File: src/rtl/chan_dec_pkg.sv
package chan_dec_pkg;
  localparam int CHW = 3;

  typedef enum logic [1:0] {
    RSP_OK   = 2'b00,
    RSP_BUSY = 2'b01,
    RSP_ERR  = 2'b10
  } rsp_e;

  // Sparse disk order table; 8'hFF marks an empty slot.
  function automatic logic [7:0] disk_order(input logic [3:0] idx);
    case (idx)
      4'd1:    return 8'h82;
      4'd2:    return 8'h84;
      4'd3:    return 8'h86;
      4'd4:    return 8'h00;
      4'd5:    return 8'h89;
      4'd6:    return 8'h88;
      4'd7:    return 8'h83;
      4'd8:    return 8'h87;
      4'd9:    return 8'h04;
      4'd10:   return 8'h80;
      4'd12:   return 8'h85;
      default: return 8'hFF;
    endcase
  endfunction

  function automatic logic order_valid(input logic [7:0] ord);
    return ord != 8'hFF;
  endfunction
endpackage

File: src/rtl/chan_sel_check.sv
module chan_sel_check #(
  parameter int NCH = 4
) (
  input  logic [chan_dec_pkg::CHW-1:0] idx,
  input  logic [NCH-1:0]               en,
  input  logic [NCH-1:0]               busy,
  input  logic [NCH-1:0]               active,
  output logic [NCH-1:0]               hit,
  output logic                         disabled,
  output logic                         occupied
);
  for (genvar i = 0; i < NCH; i++) begin : g_hit
    assign hit[i] = (idx == chan_dec_pkg::CHW'(i));
  end

  assign disabled = ~|(hit & en);
  assign occupied = |(hit & (busy | active));
endmodule

File: src/rtl/disk_order_map.sv
module disk_order_map #(
  parameter logic [15:0] DISK_ADDR = 16'h0400,
  parameter logic [15:0] DISK_MASK = 16'h0FC0
) (
  input  logic [15:0] dev,
  output logic        is_disk,
  output logic        order_ok,
  output logic [7:0]  order
);
  logic stray;

  assign is_disk  = (dev & DISK_MASK) == (DISK_ADDR & DISK_MASK);
  assign stray    = |dev[5:4];
  assign order    = chan_dec_pkg::disk_order(dev[3:0]);
  assign order_ok = chan_dec_pkg::order_valid(order) && !stray;
endmodule

File: src/rtl/chan_active_reg.sv
module chan_active_reg #(
  parameter int NCH = 4
) (
  input  logic           clk,
  input  logic           rst_n,
  input  logic [NCH-1:0] set_vec,
  input  logic [NCH-1:0] clr_vec,
  output logic [NCH-1:0] active
);
  for (genvar i = 0; i < NCH; i++) begin : g_act
    always_ff @(posedge clk) begin
      if (!rst_n)          active[i] <= 1'b0;
      else if (set_vec[i]) active[i] <= 1'b1;
      else if (clr_vec[i]) active[i] <= 1'b0;
    end
  end
endmodule

File: src/rtl/chan_issue_dec.sv
module chan_issue_dec #(
  parameter int          NCH       = 4,
  parameter int          AW        = 16,
  parameter logic [15:0] DISK_ADDR = 16'h0400,
  parameter logic [15:0] DISK_MASK = 16'h0FC0,
  parameter logic [6:0]  OP_RD     = 7'd1,
  parameter logic [6:0]  OP_WR     = 7'd2,
  parameter logic [6:0]  OP_SNS    = 7'd3
) (
  input  logic           clk,
  input  logic           rst_n,
  input  logic           req_valid,
  input  logic [15:0]    req_dev,
  input  logic [15:0]    req_op,
  input  logic [AW-1:0]  req_addr,
  input  logic [NCH-1:0] chan_en,
  input  logic [NCH-1:0] chan_busy,
  input  logic [NCH-1:0] chan_done,
  input  logic [NCH-1:0] chan_ovlp,
  output logic           rsp_valid,
  output logic [1:0]     rsp_code,
  output logic           ld_valid,
  output logic [2:0]     ld_chan,
  output logic [AW-1:0]  ld_addr,
  output logic           ld_norec,
  output logic           ld_load,
  output logic           ld_wm,
  output logic           ld_six,
  output logic           ld_cntl,
  output logic           ld_pread,
  output logic           ld_pwrite,
  output logic           ld_sense,
  output logic           ld_data_pend,
  output logic           ld_eor_clr,
  output logic           ld_seek,
  output logic           start_stb,
  output logic [15:0]    start_dev,
  output logic [8:0]     start_order,
  output logic [NCH-1:0] chan_active
);
  import chan_dec_pkg::*;

  localparam logic [7:0] SEEK_ORDER = 8'h80;
  localparam logic [8:0] LOAD_ORDER = 9'h100;

  logic [CHW-1:0] ch_idx;
  logic [NCH-1:0] ch_hit;
  logic           ch_disabled, ch_occupied;
  logic           is_disk, disk_ok;
  logic [7:0]     disk_ord;
  logic [6:0]     opc;
  logic           op_load, op_norec;
  logic           unused_op;

  // Named events for the checker
  logic ev_err, ev_busy, ev_accept;

  assign ch_idx    = req_dev[14:12];
  assign opc       = req_op[14:8];
  assign op_load   = req_op[7];
  assign op_norec  = req_op[6];
  assign unused_op = ^{req_op[15], req_op[5:0], req_dev[15]};

  chan_sel_check #(.NCH(NCH)) u_sel (
    .idx(ch_idx), .en(chan_en), .busy(chan_busy), .active(chan_active),
    .hit(ch_hit), .disabled(ch_disabled), .occupied(ch_occupied)
  );

  disk_order_map #(.DISK_ADDR(DISK_ADDR), .DISK_MASK(DISK_MASK)) u_map (
    .dev(req_dev), .is_disk(is_disk), .order_ok(disk_ok), .order(disk_ord)
  );

  // Priority: disabled, then busy, then disk order validity
  assign ev_err    = req_valid && (ch_disabled || (!ch_occupied && is_disk && !disk_ok));
  assign ev_busy   = req_valid && !ch_disabled && ch_occupied;
  assign ev_accept = req_valid && !ev_err && !ev_busy;

  chan_active_reg #(.NCH(NCH)) u_act (
    .clk(clk), .rst_n(rst_n),
    .set_vec(ch_hit & {NCH{ev_accept}}),
    .clr_vec(chan_done),
    .active(chan_active)
  );

  // Next set-up values
  logic       n_load, n_wm, n_six, n_seek;
  logic [8:0] n_order;

  always_comb begin
    if (is_disk) begin
      n_load  = 1'b0;
      n_wm    = !op_load;
      n_six   = !op_load;
      n_order = op_load ? LOAD_ORDER : {1'b0, disk_ord};
      n_seek  = !op_load && (disk_ord == SEEK_ORDER) && |(ch_hit & chan_ovlp);
    end else begin
      n_load  = op_load;
      n_wm    = !op_load;
      n_six   = 1'b0;
      n_order = {2'b00, opc};
      n_seek  = 1'b0;
    end
  end

  always_ff @(posedge clk) begin
    if (!rst_n) begin
      rsp_valid    <= 1'b0;
      rsp_code     <= RSP_OK;
      ld_valid     <= 1'b0;
      start_stb    <= 1'b0;
      ld_chan      <= '0;
      ld_addr      <= '0;
      ld_norec     <= 1'b0;
      ld_load      <= 1'b0;
      ld_wm        <= 1'b0;
      ld_six       <= 1'b0;
      ld_cntl      <= 1'b0;
      ld_pread     <= 1'b0;
      ld_pwrite    <= 1'b0;
      ld_sense     <= 1'b0;
      ld_data_pend <= 1'b0;
      ld_eor_clr   <= 1'b0;
      ld_seek      <= 1'b0;
      start_dev    <= '0;
      start_order  <= '0;
    end else begin
      rsp_valid <= req_valid;
      rsp_code  <= ev_err ? RSP_ERR : (ev_busy ? RSP_BUSY : RSP_OK);
      ld_valid  <= ev_accept;
      start_stb <= ev_accept;
      if (ev_accept) begin
        ld_chan      <= ch_idx;
        ld_addr      <= req_addr;
        ld_norec     <= op_norec;
        ld_load      <= n_load;
        ld_wm        <= n_wm;
        ld_six       <= n_six;
        ld_cntl      <= is_disk;
        ld_pread     <= is_disk && (opc == OP_RD);
        ld_pwrite    <= is_disk && (opc == OP_WR);
        ld_sense     <= is_disk && (opc == OP_SNS);
        ld_data_pend <= is_disk;
        ld_eor_clr   <= is_disk;
        ld_seek      <= n_seek;
        start_dev    <= req_dev;
        start_order  <= n_order;
      end
    end
  end
endmodule

File: config.mk
export PLATFORM = sky130hd
export DESIGN_NAME = chan_issue_dec
export DESIGN_NICKNAME = d
export VERILOG_FILES = /design/src/rtl/chan_dec_pkg.sv /design/src/rtl/chan_sel_check.sv /design/src/rtl/disk_order_map.sv /design/src/rtl/chan_active_reg.sv /design/src/rtl/chan_issue_dec.sv
export SDC_FILE = /design/constraint.sdc
export NUM_CORES = 1
export LEC_CHECK = 0
export BUFFER_PORTS_ARGS = -buffer_cell sky130_fd_sc_hd__buf_2
export CORE_MARGIN = 2
export CORE_UTILIZATION = 38
export DETAILED_ROUTE_END_ITERATION = 6
export GPL_TIMING_DRIVEN = 0
export PLACE_DENSITY = 0.72
export SYNTH_ARGS = -nofsm -noshare
export SYNTH_HDL_FRONTEND = slang
export SYNTH_HIERARCHICAL = 1
export SYNTH_SLANG_ARGS = --single-unit
File: constraint.sdc
create_clock -name clk -period 4.5 [get_ports clk]
set_input_delay 0.45 -clock clk [delete_from_list [all_inputs] [get_ports clk]]
set_output_delay 0.45 -clock clk [all_outputs]
set_load 0.02 [all_outputs]
# After elaboration in Yosys (flattened, before gate mapping)
# Memory sizes are Yosys's and may differ from the RTL's.
# Index checks and enable logic that the tools add are counted.
# totals
out_inout_bits	64
memories	1
regBits	61
inputBits	67
word_cells	83
romBits	128
# memory_table
name	words	word_bits	read_ports	rd_clocked_by_memory_dff	wr	line_no	rtl
(name not given)	16	8	1	0	0	chan_dec_pkg.sv:12	case (idx)
# op_classes
n_reduce_logical	31
n_eq_ne	9
bitwise_logic	6
muxes	15
# ops
operator	n
9-bit two-way mux	2
4-bit AND	4
7-bit by 2-bit equality test with 1-bit output (second input constant)	2
1-bit logical AND	13
1-bit two-way mux	12
4-bit OR reduction	3
8-bit equality test (second input constant)	1
8-bit inequality test (second input constant)	1
2-bit nonzero test	4
7-bit by 1-bit equality test with 1-bit output (second input constant)	1
1-bit zero test	7
3-bit by 2-bit equality test with 1-bit output (second input constant)	2
6-bit by 5-bit equality test with 1-bit output (second input constant)	1
4-bit bitwise OR	1
2-bit OR reduction	2
3-bit by 1-bit equality test with 1-bit output (second input constant)	1
3-bit zero test	1
2-bit two-way mux	1
1-bit logical OR	1
1-bit inverter	1

# Depth between registers and ports, before layout
# Gate-level depths: netlist of the first run.
# logic_depth
depth_word	13
depth_mapped	12
ltp_nobuf	10

# By module
# Netlist of the first run, hierarchy kept.
# by_module_without_submodules
module	cells_each	n_inst	area_each_um2	seq_area_each_um2
chan_issue_dec	249	1	2159.6	1081.0
disk_order_map	40	1	296.5	0.0
chan_active_reg	12	1	165.2	80.1
chan_sel_check	11	1	90.1	0.0

# Least setup slack after synthesis of the first run
# OpenSTA, ideal clock, no wires.
# synth_path
path_type	input-to-reg
start	input req_dev[0]
end	register u_act.active[0]
slack_ns	2.048
required_ns	4.385
setup_ns	0.115
path_stages	11
n_path_buf	2
arrival_ns	2.337
path_cell_list	inv_1 ha_1 mux2_2 a21oi_2 a311oi_2 nand2b_1 and3_1 buf_2 buf_2 and2_1 o21a_1
# synth_between
elab_chain_cells	12
word_cells_on_any_way	13
cone_classes	1 x eq/ne; 1 x mux; 1 x bitwise; 9 x reduce/logical; 1 x memory
# synth_rtl
item	line_no	rtl
start, declared	chan_issue_dec.sv:13	input logic [15:0] req_dev,
memory read 16 x 8 bit *	-	
named net disk_ord[1]	chan_issue_dec.sv:50	logic [7:0] disk_ord;
8-bit inequality test *	chan_dec_pkg.sv:29	return ord != 8'hFF;
1-bit logical AND *	disk_order_map.sv:15	assign order_ok = chan_dec_pkg::order_valid(order) && !stray;
named net disk_ok	chan_issue_dec.sv:49	logic is_disk, disk_ok;
1-bit zero test *	chan_issue_dec.sv:74	assign ev_err = req_valid && (ch_disabled || (!ch_occupied && is_disk && !disk_ok));
1-bit logical AND *	chan_issue_dec.sv:74	
1-bit logical OR *	chan_issue_dec.sv:74	
1-bit logical AND *	chan_issue_dec.sv:74	
1-bit zero test *	chan_issue_dec.sv:76	assign ev_accept = req_valid && !ev_err && !ev_busy;
1-bit logical AND * (2 in series)	chan_issue_dec.sv:76	
4-bit AND *	chan_issue_dec.sv:80	.set_vec(ch_hit & {NCH{ev_accept}}),
1-bit two-way mux / 2-bit nonzero test (equally long branches)	-	
end signal, assigned by index	chan_active_reg.sv:12	if (!rst_n) active[i] <= 1'b0;
end signal, assigned by index	chan_active_reg.sv:13	else if (set_vec[i]) active[i] <= 1'b1;
end signal, assigned by index	chan_active_reg.sv:14	else if (clr_vec[i]) active[i] <= 1'b0;
end, declared	chan_active_reg.sv:8	output logic [NCH-1:0] active
# Mark *: on every way through the listed nets, which the timed path passes. The rest lies on a longest branch.
# A chain may end at the register's enable or synchronous reset.

# Worst setup path after layout of the first run
# layout_path
start	input req_dev[0]
end	register u_act.active[3]
# Same word-level chain as after synthesis.

==> results.md, run 1 <==
* Synth area leaders: dfxtp_1 (43%), nand2_1 (11%), a21boi_1 (11%)
* DR pass1 iterations at 4
* FFs w/ async S/R, synth at 0
* Hold Buf Count CTS at 0
* Post-route DRC at 0
* Max clock buf depth at 2
* Ant. Diodes at 0
* Status: finished, final reports clean
* Fin nets at 518
* Post-CTS Setup Bufs at 0
* LEAKAGE at 0.00170 µW
* Die W at 88.5 µm
* Total clock sinks at 58
* Required @ worst endpoint at 4.73 ns
* Rows at 30
* Die height at 88.5 µm
* Initial Utilization at 0.397
* Hold path depth at 3
* Worst-path fanout max at 10
* Clock-pin slew on the worst setup and hold paths at 0.07 ns
* Vias in the first global route at 2319
* EDFF count, synth at 0
* Endpoints failing setup at 0
* Mapped Nets at 384
* Synth Instances at 312
* Initial antenna violation count at 0
* Setup TNS at 0 ns
* Fmax at 0.376 GHz
* Final RePlAce weighted congestion at 0.895
* CP endpoint kind: register
* CTS tree: built
* GRT Total Usage at 0.185
* Pwr Density at 339 nW/µm²
* Worst Path Buf+Inv at 4
* Filler cell count at 669
* Area grow syn2layout at 35.2%
* DR vias/cell at 4.82
* Min Tclk post-route at 2.66 ns
* Clock latency on the worst-skew pair at 0.33 ns
* # resized after CTS at 0
* Clk_skew at 0.00886 ns
* Critical path class: primary input to register
* Routed Wire Length at 7180 µm
* Warnings, synthesis at 6
* Rel. slew slack at 0.499
* Most frequent cells in the layout: buf_2 (131), nand2_1 (83), dfxtp_1 (58)
* Total Power at 1240 µW
* Via Count at 2639
* CP max stage cell: ha_1
* RSZ-0062 raised after global routing: false
* Cell Area, Synth at 2710 µm²
* Largest net degree at the start of global routing at 13
* Synth unique cells at 49
* Die area at 7830 µm²
* IO Pins at 131
* I/O Buffers at 123
* Post-DRT Antenna Nets at 0
* Fin crit share at 0.591
* Global route overflow at 0
* Largest area contributor in the synthesized netlist: dfxtp_1
* Worst path most repeated cell: buf_2
* Core area at 6830 µm²
* Ys flop type: dfxtp_1
* Fin. max-slew vios at 0
* Wire length per cell at 13.1 µm
* Clk Tree Root Cell: clkbuf_8
* DPL Wire Length at 5500 µm
* VDD IR-drop max at 0.136 mV
* Post-synthesis sequential area ratio at 0.428
* Share of cells above drive strength 1 at 0.390
* Top-area cell type share of the netlist area at 0.428
* First-pass GRT wire length at 11100 µm
* Crit path DAT at 2.89 ns
* Slew @ Worst Pin at 0.746 ns
* Cts bufs inserted at 9
* Commonest non-fill, non-tap cell in the layout: buf_2
* Critical Path Max Stage Delay at 0.35 ns
* MaxCap Viol Count at 0
* Synth Register Bits at 58
* H-tree depth at 3
* Worst-path cell chain: buf_2 > inv_1 > ha_1 > mux2_2 > a21oi_2 > a311oi_2 > nand2b_1 > and3_1 > buf_2 > buf_2 > and2_1 > o21a_1
* Fin. Hold Viols at 0
* Levels on crit path at 12
* Syn Area/Cell at 8.69 µm²
* Top cell family by delay on the critical path: buffers and inverters
* Startpoint Class: primary input
* Initial detailed-routing violation count at 53
* R2R depth at 8
* Post-layout util at 0.537
* Hold_ws at 0.351 ns
* Class of the worst hold path: primary input to register
-- worst paths after layout --
check | startpoint | endpoint | slack (ns)
setup / recovery | req_dev[0] | u_act/active[3]$_SDFFE_PN0P_ | 1.84
hold / removal | req_addr[4] | ld_addr[4]$_SDFFE_PN0P_ | 0.35
setup reg to reg | u_act/active[0]$_SDFFE_PN0P_ | start_order[1]$_SDFFE_PN0P_ | 2.70
hold reg to reg | start_dev[4]$_SDFFE_PN0P_ | start_dev[4]$_SDFFE_PN0P_ | 0.45
-- logic make-up (layout without fill, tap and decap cells) --
logic type	count (synthesis)	after routing	synth area share
simple gates	143	143	0.268
compound gates	72	72	0.203
flops	58	58	0.428
buf+inv	31	170	0.0618
fa+ha+maj	5	5	0.0231
mux	3	3	0.0162
-- layout make-up --
type / count / area (µm²) / area share
Clock buffer: 11 / 141 / 0.0386
Sequential cell: 58 / 1160 / 0.317
Inverter: 5 / 18.8 / 0.00512
Tap cell: 96 / 120 / 0.0328
Buffer: 26 / 149 / 0.0406
Timing Repair Buffer: 123 / 616 / 0.168
Clock inverter: 5 / 77.6 / 0.0212
Multi-Input combinational cell: 223 / 1380 / 0.377
-- power by group --
part	total [µW]	switching (µW)	internal [µW]
clock	532	207	325
combinational	170	99.2	71.2
sequential	539	8.23	530
-- cell usage after synthesis (all sizes together), types with 4 or more instances --
library cell / instances
nor3b: 9
a21boi: 41
dfxtp: 58
o21ai: 8
a221oi: 7
nand3: 5
clkbuf: 7
o21a: 4
and2: 5
inv: 5
nand2: 83
nor3: 4
ha: 5
buf: 19
nor2: 15
nor2b: 7
-- stage by stage --
stage / setup WS [ns] / instances / area (µm²)
after CTS: 1.84 / 547 / 3670
final: 1.84 / 547 / 3670
after floorplan: 2.05 / 312 / 2710
after global placement: 1.49 / 531 / 3450
after detailed placement: 1.48 / 531 / 3450
after global routing: 1.67 / 547 / 3670
-- worst reg2reg max path, delay by kind of cell (launching register included) --
family	cells	cell delay (ns)
buffers and inverters	2	0.47
DFF	1	0.32
AOI/OAI and AO/OA	1	0.18
and+or+nand+nor	5	0.74
-- state kept, by name, summed over array words and instances, names as in the netlist, 2 cells and up --
signal,cells
ld_addr,16
start_dev,14
u_act/active,4
rsp_code,2
ld_chan,2
start_order,9
-- metal layers --
layer  share of wire  vias up  GRT usage
met5               0        -          0
met4           0.018        0     0.0689
met3           0.073       14     0.0616
met2            0.46       95      0.297
met1            0.45     1206      0.231
li1                -     1324          -
(Power assumes the default switching activity.)
==> run 2, diff against run 1 <==
==> constraint.sdc (replaced) <==
create_clock -name clk -period 2.6 [get_ports clk]
set_input_delay 0.26 -clock clk [delete_from_list [all_inputs] [get_ports clk]]
set_output_delay 0.26 -clock clk [all_outputs]
set_load 0.02 [all_outputs]
==> results.md, run 2 (synthesis gave the netlist of run 1 again) <==
* Fin crit share at 0.938
* GR met1 Demand/Resource at 0.231 (unchanged)
* VDD IR-drop max at 0.236 mV (+73%)
* Total Power at 2150 µW (+73%)
* Met2 Use GR at 0.297 (unchanged)
* Largest net degree at the start of global routing at 13 (unchanged)
* DR pass1 iterations at 4 (unchanged)
* Die W at 88.5 µm (unchanged)
* GRT met3 Usage at 0.0616 (unchanged)
* Pwr Density at 585 nW/µm² (+73%)
* Min Tclk post-route at 2.44 ns
* Gr busiest metal: met2
* Status: finished, final reports clean
* Die area at 7830 µm² (unchanged)
* Clk Tree Root Cell: clkbuf_8
* Core area at 6830 µm² (unchanged)
* Critical Path Max Stage Delay at 0.35 ns (about the same)
* Area grow syn2layout at 35.5%
* Worst-path cell chain: buf_2 > inv_1 > ha_1 > mux2_2 > a21oi_4 > a311oi_2 > nand2b_1 > and3_1 > buf_2 > buf_2 > and2_1 > o21a_1
* CTS tree: built
* Net Sw Frac at 0.254 (about the same)
* Final RePlAce weighted congestion at 0.895 (unchanged)
* Hold_ws at 0.160 ns (-0.190 ns)
* Crit path DAT at 2.67 ns (-0.22 ns)
* Routed Wire Length at 7190 µm (+0.14%)
* Required @ worst endpoint at 2.83 ns (-1.90 ns)
* Largest register FFs at 16 (unchanged)
* RSZ-0062 raised after global routing: false
* Flop pwr share at 0.434 (about the same)
* CP endpoint kind: register
* Ant. Diodes at 0 (unchanged)
* Clock Power Share at 0.428 (about the same)
* CP max stage cell: ha_1
* Worst Path Buf+Inv at 4 (unchanged)
* Die height at 88.5 µm (unchanged)
* Rel. slew slack at 0.499 (unchanged)
* Vias in the first global route at 2319 (unchanged)
* Initial detailed-routing violation count at 52 (-1.9%)
* Post-CTS Setup Bufs at 0 (unchanged)
* H-tree depth at 3 (unchanged)
* Total clock sinks at 58 (unchanged)
* Most frequent cells in the layout: buf_2 (131), nand2_1 (83), dfxtp_1 (58)
* Endpoints failing setup at 0 (unchanged)
* Post-route setup slack at 0.161 ns (-1.68 ns)
* Top cell family by delay on the critical path: buffers and inverters
* Clk_skew at 0.00886 ns (+0.00000223 ns)
* Initial antenna violation count at 0 (unchanged)
* GRT Total Usage at 0.185 (unchanged)
* Biggest regs: ld_addr (16), start_dev (14), start_order (9)
* Commonest non-fill, non-tap cell in the layout: buf_2
* Area after DPL at 3450 µm² (unchanged)
* DR vias/cell at 4.82 (about the same)
* DPL Wire Length at 5500 µm (unchanged)
* LEAKAGE at 0.00170 µW (+0.24%)
* # resized after CTS at 0 (unchanged)
* Via Count at 2638 (-0.038%)
* Critical path class: primary input to register
* Top reg by flops: ld_addr
* Class of the worst hold path: primary input to register
* Clock-pin slew on the worst setup and hold paths at 0.07 ns (about the same)
* Hold Buf Count CTS at 0 (unchanged)
* I/O Buffers at 123 (unchanged)
* Fin area at 3670 µm² (+0.24%)
* Wire length per cell at 13.1 µm (+0.14%)
* Clock latency on the worst-skew pair at 0.33 ns (about the same)
* Worst-path fanout max at 10 (unchanged)
* Slew @ Worst Pin at 0.746 ns (unchanged)
* IO Pins at 131 (unchanged)
* Share of cells above drive strength 1 at 0.392 (+0.00222)
* Comb pwr share at 0.138 (about the same)
* Rows at 30 (unchanged)
* Startpoint Class: primary input
* Global route overflow at 0 (unchanged)
* Cts bufs inserted at 9 (unchanged)
* Place WS at -0.232 ns (-1.71 ns)
* P_int at 1600 µW (+73%)
* Post-route DRC at 0 (unchanged)
* Fin nets at 518 (unchanged)
* Setup TNS at 0 ns (unchanged)
* Max clock buf depth at 2 (unchanged)
* Fmax at 0.410 GHz
* First-pass GRT wire length at 11100 µm (unchanged)
* Fin. max-slew vios at 0 (unchanged)
* Fin. Hold Viols at 0 (unchanged)
* MaxCap Viol Count at 0 (unchanged)
* Post-DRT Antenna Nets at 0 (unchanged)
* Initial Utilization at 0.397 (unchanged)
* Worst path most repeated cell: buf_2
* Sw Pwr at 545 µW (+73%)
run 2: cell count changes in the layout (fill, tap and decap cells not counted):
cell,delta
a21oi_2,-1
a21oi_4,+1
buf_1,-1
clkbuf_2,+1
run 2: stage by stage:
step | utilization | cells
3_5_place_dp | 0.505 | 531
6_report | 0.538 | 547
4_1_cts | 0.537 | 547
2_1_floorplan | - | 312
5_1_grt | 0.538 | 547
3_3_place_gp | 0.505 | 531
run 2: final timing paths:
check,startpoint,to,slack [ns],cells after the start
max,req_dev[0],u_act/active[3]$_SDFFE_PN0P_,0.16,12
min,req_addr[4],ld_addr[4]$_SDFFE_PN0P_,0.16,3
max reg2reg,u_act/active[0]$_SDFFE_PN0P_,start_order[1]$_SDFFE_PN0P_,0.80,8
min reg2reg,start_dev[4]$_SDFFE_PN0P_,start_dev[4]$_SDFFE_PN0P_,0.45,2
run 2: area by class of cell:
class | instances | area (µm²)
tap | 96 | 120
sequential | 58 | 1160
multi-input combinational | 223 | 1390
clock inverter | 5 | 77.6
buffer | 26 | 150
fill | 673 | 3160
clock buffer | 11 | 141
timing repair buffer | 123 | 616
inverter | 5 | 18.8
run 2: worst min-delay path, stage by stage:
cell and delay [ns]:
buf_2 0.09, nand2_1 0.04, a21boi_1 0.05
run 2: power by group through the flow:
stage	clock (µW)	sequential (µW)	combinational, µW
2_1_floorplan	0	988	134
3_3_place_gp	0	951	293
3_5_place_dp	0	952	297
4_1_cts	942	932	297
5_1_grt	981	935	328
6_report	921	932	297
run 2: layer usage:
layer  up-vias  part of all wire
met5         -                 0
met4         0             0.018
met3        14             0.073
met2        95              0.46
met1      1205              0.45
li1       1324                 -
==> run 3, diff against run 2 <==
--- a/config.mk
+++ b/config.mk
@@ -8,6 +8,7 @@
 export BUFFER_PORTS_ARGS = -buffer_cell sky130_fd_sc_hd__buf_2
 export CORE_MARGIN = 2
 export CORE_UTILIZATION = 38
+export CTS_BUF_LIST = sky130_fd_sc_hd__clkbuf_4 sky130_fd_sc_hd__clkbuf_8
 export DETAILED_ROUTE_END_ITERATION = 6
 export GPL_TIMING_DRIVEN = 0
 export PLACE_DENSITY = 0.72
==> results.md, run 3 (synthesis gave the netlist of run 1 again) <==
* Status: finished, final reports clean
* VDD IR-drop max at 0.236 mV (about the same)
* Top reg by flops: ld_addr
* Clk_skew at 0.00886 ns (-0.00000228 ns)
* MaxCap Viol Count at 0 (unchanged)
* Wire length per cell at 13.1 µm (about the same)
* Vias in the first global route at 2319 (unchanged)
* Initial Utilization at 0.397 (unchanged)
* Rows at 30 (unchanged)
* Net Sw Frac at 0.252 (-0.00117)
* DR pass1 iterations at 4 (unchanged)
* Rel. slew slack at 0.499 (unchanged)
* Fmax at 0.410 GHz (about the same)
* Fin crit share at 0.939 (about the same)
* Clock Power Share at 0.431 (+0.003)
* Routed Wire Length at 7190 µm (about the same)
* Fin nets at 518 (unchanged)
* Hold_ws at 0.160 ns (+0.0000610 ns)
* CTS tree: built
* R2R depth at 8 (unchanged)
* Worst-path fanout max at 10 (unchanged)
* Global route overflow at 0 (unchanged)
* Hold path depth at 3 (unchanged)
* Non-Filler Instances at 547 (unchanged)
* IO Pins at 131 (unchanged)
* Die area at 7830 µm² (unchanged)
* DR vias/cell at 4.82 (about the same)
* Min Tclk post-route at 2.44 ns (+0.00137 ns)
* Post-DRT Antenna Nets at 0 (unchanged)
* Core area at 6830 µm² (unchanged)
* Initial antenna violation count at 0 (unchanged)
* Setup TNS at 0 ns (unchanged)
* Sw Pwr at 545 µW (about the same)
* Fin. Hold Viols at 0 (unchanged)
* Post-route DRC at 0 (unchanged)
* Clock latency on the worst-skew pair at 0.33 ns (about the same)
* RSZ-0062 raised after global routing: false
* Pwr Density at 587 nW/µm² (+0.39%)
* Clk Tree Root Cell: clkbuf_8
* Largest net degree at the start of global routing at 13 (unchanged)
* Largest register FFs at 16 (unchanged)
* P_int at 1620 µW (+0.65%)
* Critical path class: primary input to register
* Class of the worst hold path: primary input to register
* Final RePlAce weighted congestion at 0.895 (unchanged)
* Ant. Diodes at 0 (unchanged)
* Slew @ Worst Pin at 0.746 ns (unchanged)
* Cts bufs inserted at 9 (unchanged)
* Hold Buf Count CTS at 0 (unchanged)
* Via Count at 2636 (-0.076%)
* Flop pwr share at 0.431 (-0.003)
* Max clock buf depth at 2 (unchanged)
* First-pass GRT wire length at 11100 µm (unchanged)
* Commonest non-fill, non-tap cell in the layout: buf_2
* Placed Instances at 531 (unchanged)
* Area grow syn2layout at 35.7%
* LEAKAGE at 0.00171 µW (+0.20%)
* Die W at 88.5 µm (unchanged)
* Most frequent cells in the layout: buf_2 (131), nand2_1 (83), dfxtp_1 (58)
* Share of cells above drive strength 1 at 0.395 (+0.00222)
* Initial detailed-routing violation count at 52 (unchanged)
* Biggest regs: ld_addr (16), start_dev (14), start_order (9)
* CP endpoint kind: register
* Startpoint Class: primary input
* Endpoints failing setup at 0 (unchanged)
* GRT Total Usage at 0.185 (unchanged)
* Total clock sinks at 58 (unchanged)
* DPL Wire Length at 5500 µm (unchanged)
* I/O Buffers at 123 (unchanged)
* Clock-pin slew on the worst setup and hold paths at 0.07 ns (about the same)
* Die height at 88.5 µm (unchanged)
* Comb pwr share at 0.138 (about the same)
* Fin. max-slew vios at 0 (unchanged)
* H-tree depth at 3 (unchanged)
* Crit path DAT at 2.67 ns (about the same)
* Required @ worst endpoint at 2.83 ns (about the same)
-- run 3: changes by cell type in the layout (fill, tap and decap cells not counted) --
cell | previous run | this run
clkbuf_1 | 8 | 7
clkbuf_4 | 0 | 1
-- run 3: worst paths after layout --
kind | from | endpoint | slack (ns)
setup / recovery | req_dev[0] | u_act/active[3]$_SDFFE_PN0P_ | 0.16
hold / removal | req_addr[4] | ld_addr[4]$_SDFFE_PN0P_ | 0.16
setup reg to reg | u_act/active[0]$_SDFFE_PN0P_ | start_order[1]$_SDFFE_PN0P_ | 0.80
hold reg to reg | start_dev[4]$_SDFFE_PN0P_ | start_dev[4]$_SDFFE_PN0P_ | 0.45
-- run 3: power groups by stage --
stage / clock, µW / combinational, µW / sequential (µW)
2_1_floorplan: 0 / 134 / 988
3_3_place_gp: 0 / 293 / 951
3_5_place_dp: 0 / 297 / 952
4_1_cts: 953 / 297 / 932
5_1_grt: 992 / 328 / 935
6_report: 931 / 297 / 932
-- run 3: timing repair --
item | 4_1_cts | 5_1_grt
buffers inserted | 0 | 0
endpoints found under the setup margin | 0 | 15
resized for setup | 0 | 2
-- run 3: worst max-delay path: stages --
cell and delay (ns):
buf_2 0.15, inv_1 0.09, ha_1 0.35, mux2_2 0.31
a21oi_4 0.21, a311oi_2 0.12, nand2b_1 0.21, and3_1 0.22
buf_2 0.18, buf_2 0.21, and2_1 0.17, o21a_1 0.17
-- run 3: cell type report --
type / count / area (µm²)
timing repair buffer: 123 / 616
multi-input combinational: 223 / 1390
fill: 671 / 3150
clock inverter: 5 / 77.6
inverter: 5 / 18.8
sequential: 58 / 1160
buffer: 26 / 150
clock buffer: 11 / 145
tap: 96 / 120
-- run 3: per-stage QoR --
| step | total power, µW | setup slack [ns] | instance area (µm²) | utilization |
|---|---|---|---|---|
| 4_1_cts | 2180 | 0.128 | 3670 | 0.537 |
| 3_3_place_gp | 1240 | -0.216 | 3450 | 0.505 |
| 2_1_floorplan | 1120 | 0.338 | 2710 | - |
| 6_report | 2160 | 0.160 | 3680 | 0.538 |
| 5_1_grt | 2250 | 0.0231 | 3680 | 0.538 |
| 3_5_place_dp | 1250 | -0.232 | 3450 | 0.505 |
-- run 3: routing by layer --
layer	vias to the layer above	track usage	share of wire
li1	1324	-	-
met1	1203	0.231	0.45
met2	95	0.297	0.46
met3	14	0.0616	0.073
met4	0	0.0689	0.018
met5	-	0	0
